### src/rtl/wdt_pkg.sv
package wdt_pkg;

    localparam int ADDR_W = 3;
    localparam int DATA_W = 8;
    localparam int CNT_W  = 6;

    localparam logic [ADDR_W-1:0] A_TMR  = 3'd0;
    localparam logic [ADDR_W-1:0] A_LOAD = 3'd1;
    localparam logic [ADDR_W-1:0] A_CTRL = 3'd2;
    localparam logic [ADDR_W-1:0] A_STS1 = 3'd3;
    localparam logic [ADDR_W-1:0] A_STS2 = 3'd4;
    localparam logic [ADDR_W-1:0] A_CFG  = 3'd5;

    localparam logic [DATA_W-1:0] KICK_CODE    = 8'h01;
    localparam int                HALT_BIT     = 3;
    localparam int                NOREBOOT_BIT = 1;

    typedef enum logic [1:0] {
        S_HALT  = 2'd0,
        S_COUNT = 2'd1,
        S_WARN  = 2'd2
    } wdt_state_e;

endpackage

### src/rtl/wdt_prescaler.sv
module wdt_prescaler #(
    parameter int TICK_DIV = 75_000_000
) (
    input  logic clk_i,
    input  logic rst_ni,
    input  logic run_i,
    input  logic restart_i,
    output logic tick_o
);
    localparam int PW = (TICK_DIV > 2) ? $clog2(TICK_DIV) : 1;
    localparam logic [PW-1:0] LAST = PW'(TICK_DIV - 1);

    logic [PW-1:0] phase_q;

    assign tick_o = run_i && (phase_q == LAST);

    always_ff @(posedge clk_i) begin
        if (!rst_ni) begin
            phase_q <= '0;
        end else if (!run_i || restart_i || tick_o) begin
            phase_q <= '0;
        end else begin
            phase_q <= phase_q + 1'b1;
        end
    end
endmodule

### src/rtl/wdt_fsm.sv
module wdt_fsm
    import wdt_pkg::*;
#(
    parameter int DEF_LOAD = 50
) (
    input  logic             clk_i,
    input  logic             rst_ni,
    input  logic             tick_i,
    input  logic             kick_i,
    input  logic             halt_i,
    input  logic             noreboot_i,
    input  logic [CNT_W-1:0] reload_i,
    output logic [CNT_W-1:0] count_o,
    output logic             first_exp_o,
    output logic             second_exp_o,
    output logic             fire_o,
    output logic             rst_req_o
);
    wdt_state_e       state_q, state_d;
    logic [CNT_W-1:0] count_q;
    logic             expire;
    logic             rst_req_q;

    assign expire = tick_i && (count_q == '0) && !kick_i;

    // state register
    always_ff @(posedge clk_i) begin
        if (!rst_ni) state_q <= S_HALT;
        else         state_q <= state_d;
    end

    // next-state logic
    always_comb begin
        state_d = state_q;
        if (halt_i) begin
            state_d = S_HALT;
        end else begin
            unique case (state_q)
                S_HALT:  state_d = expire ? S_WARN : S_COUNT;
                S_COUNT: if (expire) state_d = S_WARN;
                S_WARN:  if (kick_i || expire) state_d = S_COUNT;
                default: state_d = S_HALT;
            endcase
        end
    end

    // outputs
    always_comb begin
        first_exp_o  = expire && (state_q != S_WARN);
        second_exp_o = expire && (state_q == S_WARN);
        fire_o       = second_exp_o && !noreboot_i;
    end

    // down counter
    always_ff @(posedge clk_i) begin
        if (!rst_ni) begin
            count_q <= CNT_W'(DEF_LOAD);
        end else if (kick_i) begin
            count_q <= reload_i;
        end else if (tick_i) begin
            count_q <= (count_q == '0) ? reload_i : count_q - 1'b1;
        end
    end

    always_ff @(posedge clk_i) begin
        if (!rst_ni) rst_req_q <= 1'b0;
        else         rst_req_q <= fire_o;
    end

    assign count_o   = count_q;
    assign rst_req_o = rst_req_q;
endmodule

### src/rtl/wdt_regs.sv
module wdt_regs
    import wdt_pkg::*;
#(
    parameter int DEF_LOAD = 50,
    parameter int MIN_LOAD = 4
) (
    input  logic              clk_i,
    input  logic              rst_ni,
    input  logic [ADDR_W-1:0] addr_i,
    input  logic              we_i,
    input  logic [DATA_W-1:0] wdata_i,
    output logic [DATA_W-1:0] rdata_o,
    input  logic [CNT_W-1:0]  count_i,
    input  logic              first_exp_i,
    input  logic              second_exp_i,
    input  logic              fire_i,
    output logic [CNT_W-1:0]  reload_o,
    output logic              halt_o,
    output logic              noreboot_o,
    output logic              kick_o,
    output logic              sts1_o
);
    localparam int MAX_LOAD = (1 << CNT_W) - 1;
    localparam int PAD      = DATA_W - CNT_W;

    logic [CNT_W-1:0]  load_q;
    logic              halt_q, nrb_q, sts1_q;
    logic [1:0]        sts2_q;
    logic [DATA_W-1:0] rdata_q, rd_mux;
    logic              wr_load, wr_ctrl, wr_sts1, wr_sts2, wr_cfg, load_ok;

    always_comb begin
        kick_o  = we_i && (addr_i == A_TMR) && (wdata_i == KICK_CODE);
        wr_load = we_i && (addr_i == A_LOAD);
        wr_ctrl = we_i && (addr_i == A_CTRL);
        wr_sts1 = we_i && (addr_i == A_STS1);
        wr_sts2 = we_i && (addr_i == A_STS2);
        wr_cfg  = we_i && (addr_i == A_CFG);
        load_ok = (int'(wdata_i) >= MIN_LOAD) && (int'(wdata_i) <= MAX_LOAD);
    end

    always_ff @(posedge clk_i) begin
        if (!rst_ni) begin
            load_q <= CNT_W'(DEF_LOAD);
            halt_q <= 1'b1;
            nrb_q  <= 1'b1;
            sts1_q <= 1'b0;
            sts2_q <= 2'b00;
        end else begin
            if (wr_load) load_q <= load_ok ? wdata_i[CNT_W-1:0] : CNT_W'(DEF_LOAD);
            if (wr_ctrl) halt_q <= wdata_i[HALT_BIT];
            if (wr_cfg)  nrb_q  <= wdata_i[NOREBOOT_BIT];
            sts1_q <= (sts1_q & ~(wr_sts1 & wdata_i[0])) | first_exp_i;
            sts2_q <= (sts2_q & ~({2{wr_sts2}} & wdata_i[1:0])) | {fire_i, second_exp_i};
        end
    end

    always_comb begin
        rd_mux = '0;
        unique case (addr_i)
            A_TMR:   rd_mux = {{PAD{1'b0}}, count_i};
            A_LOAD:  rd_mux = {{PAD{1'b0}}, load_q};
            A_CTRL:  rd_mux[HALT_BIT] = halt_q;
            A_STS1:  rd_mux[0] = sts1_q;
            A_STS2:  rd_mux[1:0] = sts2_q;
            A_CFG:   rd_mux[NOREBOOT_BIT] = nrb_q;
            default: rd_mux = '0;
        endcase
    end

    always_ff @(posedge clk_i) begin
        if (!rst_ni) rdata_q <= '0;
        else         rdata_q <= rd_mux;
    end

    assign rdata_o    = rdata_q;
    assign reload_o   = load_q;
    assign halt_o     = halt_q;
    assign noreboot_o = nrb_q;
    assign sts1_o     = sts1_q;
endmodule

### src/rtl/wdt_timer.sv
module wdt_timer
    import wdt_pkg::*;
#(
    parameter int TICK_DIV = 75_000_000,
    parameter int DEF_LOAD = 50,
    parameter int MIN_LOAD = 4
) (
    input  logic              clk_i,
    input  logic              rst_ni,
    input  logic [ADDR_W-1:0] bus_addr_i,
    input  logic              bus_we_i,
    input  logic [DATA_W-1:0] bus_wdata_i,
    output logic [DATA_W-1:0] bus_rdata_o,
    output logic              timeout_irq_o,
    output logic              sys_reset_req_o
);
    logic [CNT_W-1:0] count, reload;
    logic             halt_q, noreboot_q, kick, tick;
    logic             first_exp, second_exp, fire, sts1;

    wdt_regs #(.DEF_LOAD(DEF_LOAD), .MIN_LOAD(MIN_LOAD)) u_regs (
        .clk_i        (clk_i),
        .rst_ni       (rst_ni),
        .addr_i       (bus_addr_i),
        .we_i         (bus_we_i),
        .wdata_i      (bus_wdata_i),
        .rdata_o      (bus_rdata_o),
        .count_i      (count),
        .first_exp_i  (first_exp),
        .second_exp_i (second_exp),
        .fire_i       (fire),
        .reload_o     (reload),
        .halt_o       (halt_q),
        .noreboot_o   (noreboot_q),
        .kick_o       (kick),
        .sts1_o       (sts1)
    );

    wdt_prescaler #(.TICK_DIV(TICK_DIV)) u_presc (
        .clk_i     (clk_i),
        .rst_ni    (rst_ni),
        .run_i     (!halt_q),
        .restart_i (kick),
        .tick_o    (tick)
    );

    wdt_fsm #(.DEF_LOAD(DEF_LOAD)) u_fsm (
        .clk_i        (clk_i),
        .rst_ni       (rst_ni),
        .tick_i       (tick),
        .kick_i       (kick),
        .halt_i       (halt_q),
        .noreboot_i   (noreboot_q),
        .reload_i     (reload),
        .count_o      (count),
        .first_exp_o  (first_exp),
        .second_exp_o (second_exp),
        .fire_o       (fire),
        .rst_req_o    (sys_reset_req_o)
    );

    assign timeout_irq_o = sts1;
endmodule

### config.mk
export PLATFORM = sky130hd
export DESIGN_NAME = wdt_timer
export DESIGN_NICKNAME = d
export VERILOG_FILES = /design/src/rtl/wdt_pkg.sv /design/src/rtl/wdt_prescaler.sv /design/src/rtl/wdt_fsm.sv /design/src/rtl/wdt_regs.sv /design/src/rtl/wdt_timer.sv
export SDC_FILE = /design/constraint.sdc
export NUM_CORES = 1
export LEC_CHECK = 0
export BUFFER_PORTS_ARGS = -buffer_cell sky130_fd_sc_hd__buf_2
export CAP_MARGIN = 20
export CORE_MARGIN = 5
export CORE_UTILIZATION = 55
export CTS_BUF_LIST = sky130_fd_sc_hd__clkbuf_4
export CTS_CLUSTER_DIAMETER = 60
export CTS_CLUSTER_SIZE = 25
export DETAILED_ROUTE_END_ITERATION = 12
export GPL_TIMING_DRIVEN = 0
export HOLD_SLACK_MARGIN = 0.12
export PLACE_DENSITY = 0.85
export SLEW_MARGIN = 30
export SYNTH_ARGS = -nofsm -noshare
export SYNTH_HDL_FRONTEND = slang
export SYNTH_SLANG_ARGS = --single-unit
### constraint.sdc
create_clock -name clk_i -period 2.2 [get_ports clk_i]
set_input_delay 0.11 -clock clk_i [delete_from_list [all_inputs] [get_ports clk_i]]
set_output_delay 0.11 -clock clk_i [all_outputs]
set_load 0.01 [all_outputs]
==> impl_summary.md, run 1 <==
Floorplan
In this run the standard cell core region covers 4660 sq um. 24 I/O pins were placed. Measured along the x axis, the die boundary spans 78.6 microns.

The die outline height is 78.6 microns. The floorplan step defined a die boundary enclosing 6180 sq um. The number of cell rows is 25. The initial standard-cell utilization of the core is 0.556.

Pwr
The analysis attributes to cell leakage a power of 1.12 nW. Power comes to 1.47 mW. Dividing total power by cell area gives a power density of 489 nW/um^2. VDD sags by at most 0.371 mV.

Setup path
The worst setup path is captured at a flop. The critical path class is flop to flop. In this run the worst path has a maximum fanout of 3. The logic depth of the worst register-to-register path is 6. STA puts the critical path data arrival time at 2470 ps.

STA puts the critical path data required time at 2480 ps. The startpoint type of the worst setup path is a flop.

Detailed routing
The remaining antenna violation count is 0. The total number of vias is 2286. The first routing iteration left 131 violations.

The count of TritonRoute iterations in the first routing pass is 4. The ratio of routed vias to standard cells is 5.76. The aggregate routed wire length is 5630 microns. After detailed routing, the average wire length per cell comes to 14.2 microns. The DRC violation count after routing is 0.

Logic synthesis
The flip-flop and latch count after synthesis is 53. Of the total synthesized cell area, the portion taken by AND, OR, NAND and NOR gates is 0.321. The xor/xnor share of the synthesized area is 0.0879. The commonest register cell after synthesis is sky130_fd_sc_hd__dfxtp_1. The library cell occupying the most area in the post-synthesis netlist is sky130_fd_sc_hd__dfxtp_1. In the synthesized netlist the async set-or-reset flop fraction comes to 0. The share of the synthesized area in compound gates (AO/OA/AOI/OAI) is 0.0826.

Of the total synthesized cell area, the portion taken by full adders, half adders and majority gates is 0.0145. The share of the Yosys chip area taken by registers is 0.409. Ranked by total cell area, the synthesized netlist is headed by sky130_fd_sc_hd__dfxtp_1, sky130_fd_sc_hd__xor2_1, sky130_fd_sc_hd__nor2_1. Yosys printed 0 warnings. The post-synthesis area per instance is 8.67 sq um. After synthesis, the largest family of logic cells by area is simple AND/OR/NAND/NOR gates. The area share of the leading cell type in the synthesized netlist is 0.409. The number of enable-type register cells in the synthesized netlist is 0. Synthesis produced 299 cells.

The netlist uses 55 different library cells. After synthesis the cells add up to 2590 sq um. Of the post-synthesis cell area, the part taken by muxes is 0.0439.

Hold path
The worst hold path was traced through 4 stages. The worst hold path belongs to the class primary input to flop.

Clock tree
Clock tree synthesis selected as its root buffer the cell sky130_fd_sc_hd__clkbuf_4. The H-tree generated during clock tree synthesis spans 2 levels. The CTS tree is done. The clock passes through at most 2 buffers. The clock sink total is 53. The number of buffers inserted during clock tree synthesis is 5.

The clock reaches the later pin of the worst-skew pair after 370 ps. The clock transition at the registers of the reported paths is 140 ps.

Run status
The run finished with clean final reports.

Run
The total of max-cap violations is 0.

Timing
Of the available clock period, the critical path in the final layout requires 0.995. Setup repair after global routing could not meet its margin everywhere. The final-report max-slew violation count was 0. After layout, the minimum clock period comes to 2190 ps. The achievable frequency is 0.457 GHz.

The worst slack on hold paths is 146 ps. The post-route clock skew is 13.7 ps. The number of setup violations in the final report is 0. The number of endpoints with negative hold slack in the final report is 0. Measured against its own limit, the worst slew margin works out to 0.612.

For the pin with the worst max-slew slack, the measured transition is 580 ps.

Final layout
Leaving out filler cells and counting taps, the final layout contains 397. The final net count is 359. In the final layout, the share of cells above drive strength 1 is 0.172.

The final standard cell area without fillers is 3010 sq um. The repair_antennas step left the layout with diodes totalling 0. Relative to the synthesized area, the layout overhead comes to 16.1%.

Placed design
Counting tap cells, the placed design contains a total of 372 instances. The quantity of I/O buffers inserted on ports is 18. Once detailed placement completed, the half-perimeter wirelength came to 3960 microns.

At the end of routability-driven placement, the weighted congestion stood at 0.864. In this run the cell area measured after placement is 2750 sq um.

Global route
The initial antenna violation count is 0. The first global-routing pass estimated 9250 microns of wire. The number of global-route vias before repair is 2131.

Entering global routing, the biggest net connects 17 pins. The overall routing resource usage is 0.184. Global routing finished with a remaining overflow of 0.
==> through the flow <==
stage / worst slack, ps / TNS, ps / utilization
finish: 11.9 / 0 / 0.645
global route: -90.8 / -292 / 0.645
CTS: -19.4 / -19.4 / 0.635
detailed placement: -113 / -691 / 0.591
global placement: -51.5 / -260 / 0.591
floorplan: 106 / 0 / -
==> synthesized netlist by cell type, types with 4 or more instances <==
cell	n
sky130_fd_sc_hd__mux2i_1	8
sky130_fd_sc_hd__a21boi_0	5
sky130_fd_sc_hd__nand4_1	13
sky130_fd_sc_hd__nor2_1	42
sky130_fd_sc_hd__xnor2_1	4
sky130_fd_sc_hd__xor2_1	22
sky130_fd_sc_hd__nor3_1	7
sky130_fd_sc_hd__clkbuf_1	9
sky130_fd_sc_hd__nand3_1	27
sky130_fd_sc_hd__nand2_1	24
sky130_fd_sc_hd__o21ai_0	5
sky130_fd_sc_hd__dfxtp_1	53
sky130_fd_sc_hd__nor2b_1	5
sky130_fd_sc_hd__and3_1	5
sky130_fd_sc_hd__o22ai_1	4
sky130_fd_sc_hd__inv_1	6
==> where the power goes <==
part	switching, mW	internal (mW)	total (mW)
sequential	0.00246	0.964	0.966
clock	0.301	0.122	0.423
combinational	0.0427	0.0383	0.0810
total	0.346	1.12	1.47
==> layer usage <==
layer	GRT usage	share of wire	up-vias
met4	0.0682	0.012	0
met5	0	0	-
li1	-	-	1133
met3	0.0390	0.052	8
met1	0.209	0.43	1086
met2	0.334	0.51	59
==> sequential cells by signal, indices dropped and copies added (netlist names) <==
name	flops
u_fsm.count_o	6
u_regs.noreboot_o	1
u_fsm.rst_req_o	1
u_presc.phase_q	27
u_regs.rdata_o	6
u_regs.reload_o	6
u_fsm.state_q	2
u_regs.sts1_o	1
u_regs.halt_o	1
u_regs.sts2_q	2
==> kinds of logic after synthesis <==
kind of cell,Yosys count
and+or+nand+nor,155
DFF,53
AOI/OAI and AO/OA,31
xor gates and xnor gates,26
buffers and inverters,20
muxes,10
adders and majority gates,3
other,1
==> layout make-up <==
type	count	area [sq um]
clock buffers	5	37.5
inverters	6	22.5
plain buffers	14	82.6
well taps	54	67.6
clock inverters	3	17.5
fillers	393	1650
flip-flops and latches	53	1070
multi-input cells	227	1470
repair buffers	35	240
==> worst max-delay path, cell delays in order (launching register included) <==
cell,delay [ps]
sky130_fd_sc_hd__dfxtp_4,370
sky130_fd_sc_hd__or4b_4,530
sky130_fd_sc_hd__or3_4,390
sky130_fd_sc_hd__nor4_4,340
sky130_fd_sc_hd__buf_4,180
sky130_fd_sc_hd__xor2_1,50
sky130_fd_sc_hd__a221oi_1,240
==> worst paths after layout <==
check                                     start                             end  slack (ps)
setup / recovery  u_presc.phase_q[6]$_SDFF_PP0_   u_fsm.state_q[0]$_SDFFE_PP0P_          10
hold / removal                    bus_addr_i[1]  u_regs.noreboot_o$_SDFFE_PN1P_         150
setup reg to reg  u_presc.phase_q[6]$_SDFF_PP0_   u_fsm.state_q[0]$_SDFFE_PP0P_          10
hold reg to reg   u_fsm.state_q[0]$_SDFFE_PP0P_   u_fsm.state_q[0]$_SDFFE_PP0P_         470
==> timing repair <==
item	in CTS	in global routing
endpoints found under the setup margin	26	34
pin swaps	2	4
setup buffers	5	2
endpoints found under the hold margin	14	0
gates cloned	0	1
hold buffers	9	0
gates resized for setup	9	7
==> cells in the final DEF, fill, tap and decap left out, drive strengths merged, types with 4 or more instances in the layout <==
cell type	synthesis	routed
o21ai	7	7
nand3b	4	4
dfxtp	53	53
mux2i	8	8
nand3	27	27
o22ai	4	4
and2	4	4
nor2	42	42
nor3	8	8
a21boi	5	5
buf	5	31
xor2	22	22
nand4	13	13
nor2b	5	5
nor4	4	4
inv	6	6
nand2	24	24
dlygate4sd3	0	9
and3	6	6
clkbuf	9	14
xnor2	4	4
Note: power is estimated with default switching activity, not from simulation.
==> run 2, diff against run 1 <==
--- a/config.mk
+++ b/config.mk
@@ -22 +22,2 @@
 export SYNTH_SLANG_ARGS = --single-unit
+export TNS_END_PERCENT = 5
==> constraint.sdc (replaced) <==
create_clock -name clk_i -period 2.2 [get_ports clk_i]
set_input_delay 0.22 -clock clk_i [delete_from_list [all_inputs] [get_ports clk_i]]
set_output_delay 0.22 -clock clk_i [all_outputs]
set_load 0.01 [all_outputs]
==> run 2 against run 1 <==
Against the previous run: global-route usage hardly changed; combinational power is 5.7% lower; cell area is 2.7% lower; critical path depth stayed put; via count is 2.5% lower; first-iteration DRC count stayed put; die area stayed put; power hardly changed; worst hold slack better by 10 ps; cell count is 2.0% lower; clock-buffer cell count stayed put; wire length is 2.3% lower; critical path type unchanged; critical endpoint unchanged.
==> impl_summary.md, run 2 (synthesized netlist as in run 1, its figures left out) <==
Run status
The flow ran to the end, and the final reports show no timing, DRC or antenna violations.

Setup path
STA classifies the critical path startpoint as a flop. The arrival time at the worst endpoint is 2480 ps. The critical path required time is 2490 ps. STA classifies the critical path endpoint as a flop. In this run the worst path has a maximum fanout of 3. The critical path in this run is classified as flop to flop.

Hold path
The class of the tightest hold or removal check is primary input to flop.

Final layout
The area used by sequential logic in the layout is 1070 sq um. The register with the most flip-flops is u_presc.phase_q. The multi-input gate area in the final layout is 1460 sq um. The top cell types in the final layout, fill and taps aside, are sky130_fd_sc_hd__dfxtp_1, sky130_fd_sc_hd__nor2_1, sky130_fd_sc_hd__nand3_1. Summing all non-filler instances in the final layout gives an area of 2930 sq um. The layout has 406 filler cells. The register with the most flip-flops in the layout has 27 of them.

Once layout is complete, the utilization of the core stands at 0.628. The repair_antennas step left the layout with diodes totalling 0. At the end of the flow, the number of nets in the layout was 351.

Of the cells placed in the final design, the portion with a size suffix greater than 1 is 0.167. From synthesis to final layout, the design area changed by 13.0%. The library cell used most frequently in the layout, excluding fill and tap cells, is sky130_fd_sc_hd__dfxtp_1.

Clock tree
The clock tree buffer depth is 2. The number of clock buffers added by TritonCTS is 5. The clock transition at the registers of the reported paths is 160 ps.

TritonCTS built the clock tree. The master cell of the clock root buffer is sky130_fd_sc_hd__clkbuf_4. The clock net in this run drives a total of 53 sinks. The H-tree generated during clock tree synthesis spans 2 levels. At the later pin of the worst-skew pair, clock insertion delay measures 380 ps.

Pwr
For this design the ratio of total power to cell area is 503 nW/um^2. Summed over all cells, the static leakage comes to 1.09 nW. Of the total power, combinational logic draws 0.052. The share of total power dissipated in sequential elements is 0.657.

The internal power contribution is 1.12 mW. Summed over all nets, the switching power comes to 0.351 mW. The clock group share of total power is 0.291. The switching share of total power is 0.238. IR analysis of the VDD net gives a maximum drop of 0.391 mV.

Floorplan
The floorplan step set the die width to 78.6 microns. The die outline height is 78.6 microns. Row generation in the floorplan step produced 25 rows.

During I/O placement, the number of pins put on the boundary was 24. The initial standard-cell utilization of the core is 0.556. The floorplan step defined a die boundary enclosing 6180 sq um. The core box area is 4660 sq um.

Timing
Derived from the worst setup path, the maximum achievable clock frequency is 0.457 GHz. Across all setup checks in the final design, the least slack found is 11.7 ps. The period utilization is 0.995. In this run the tightest slew margin relative to its limit is 0.624. Setup repair after global routing could not meet its margin everywhere. For the pin with the worst max-slew slack, the measured transition is 564 ps. The post-route clock skew is 14.0 ps. Hold is met by 156 ps. The number of setup violations in the final report is 0. Setup total negative slack on the finished layout was measured at 0 ps.

The number of endpoints with negative hold slack in the final report came to 0. The minimum clock period is 2190 ps. The final-report max-slew violation count is 0.

Global route
The first-pass GRT wire length is 9270 microns. For this run, the total global-route usage over all layers was measured as 0.183. The largest net degree at the start of global routing is 17. The initial antenna violation count is 0.

The number of global-route vias before repair is 2109. The final global-route overflow total is 0.

Placed design
The count of buffers added on input and output ports is 18. The routability congestion estimate from global placement is 0.864. The half-perimeter wire length after placement is 3960 microns. Prior to clock tree synthesis, the placed netlist has a worst setup slack of -113 ps.

After detailed placement, the total cell area comes to 2750 sq um.

Run
The tool flagged a number of max-cap violations equal to 0.

Detailed routing
The ratio of routed vias to standard cells is 5.73. The pre-antenna-repair detailed-routing pass consisted of 4 iterations. The first routing iteration left 131 violations. The aggregate routed wire length is 5510 microns.

The total number of vias is 2228. The remaining antenna violation count is 0. The DRC violation count after routing is 0. The wire length per cell after detailed routing is 14.2 microns.
-- run 2: path summary, 6_finish.rpt --
check | startpoint | to | slack, ps | cells after the start
setup / recovery | u_presc.phase_q[6]$_SDFF_PP0_ | u_fsm.state_q[0]$_SDFFE_PP0P_ | 10 | 6
hold / removal | rst_ni | u_fsm.count_o[2]$_SDFFE_PN0P_ | 160 | 3
setup reg to reg | u_presc.phase_q[6]$_SDFF_PP0_ | u_fsm.state_q[0]$_SDFFE_PP0P_ | 10 | 6
hold reg to reg | u_presc.phase_q[0]$_SDFF_PP0_ | u_presc.phase_q[0]$_SDFF_PP0_ | 450 | 1
-- run 2: power groups by stage --
stage	Combinational [mW]	Clock, mW	Sequential (mW)
finish	0.0764	0.429	0.966
global route	0.0827	0.473	0.968
CTS	0.0754	0.436	0.966
detailed placement	0.0686	0	0.988
global placement	0.0672	0	0.988
floorplan	0.0412	0	0.990
-- run 2: stage by stage --
stage | power [mW] | instances
global placement | 1.06 | 372
finish | 1.47 | 389
CTS | 1.48 | 388
floorplan | 1.03 | 300
detailed placement | 1.06 | 372
global route | 1.52 | 389
-- run 2: worst max-delay path, cell delays in order (launching register included) --
cell and delay [ps]:
sky130_fd_sc_hd__dfxtp_4 370, sky130_fd_sc_hd__or4b_4 530, sky130_fd_sc_hd__or3_4 390, sky130_fd_sc_hd__nor4_4 340
sky130_fd_sc_hd__buf_4 180, sky130_fd_sc_hd__xor2_1 50, sky130_fd_sc_hd__a221oi_1 240
-- run 2: timing repair --
| action | 4_1_cts | 5_1_grt |
|---|---|---|
| cloned | 0 | 0 |
| hold buffers | 5 | 0 |
| endpoints found under the hold margin | 6 | 0 |
| setup endpoints to repair | 26 | 30 |
| resized for setup | 9 | 5 |
| buffers inserted | 3 | 1 |
| pin swaps | 3 | 3 |
-- run 2: routing by layer --
layer	part of all wire	track usage	wire, microns	vias up
met5	0	0	0	-
met4	0.0096	0.0647	53	0
met3	0.064	0.0390	350	6
met2	0.50	0.331	2770	64
met1	0.42	0.211	2330	1041
li1	-	-	-	1117
-- run 2: cell type report --
cell class              count  share of cell area
clock buffers               5              0.0128
inverters                   6             0.00769
clock inverters             3             0.00598
multi-input cells         227               0.500
flip-flops and latches     53               0.365
plain buffers              14              0.0269
well taps                  54              0.0231
repair buffers             27              0.0581
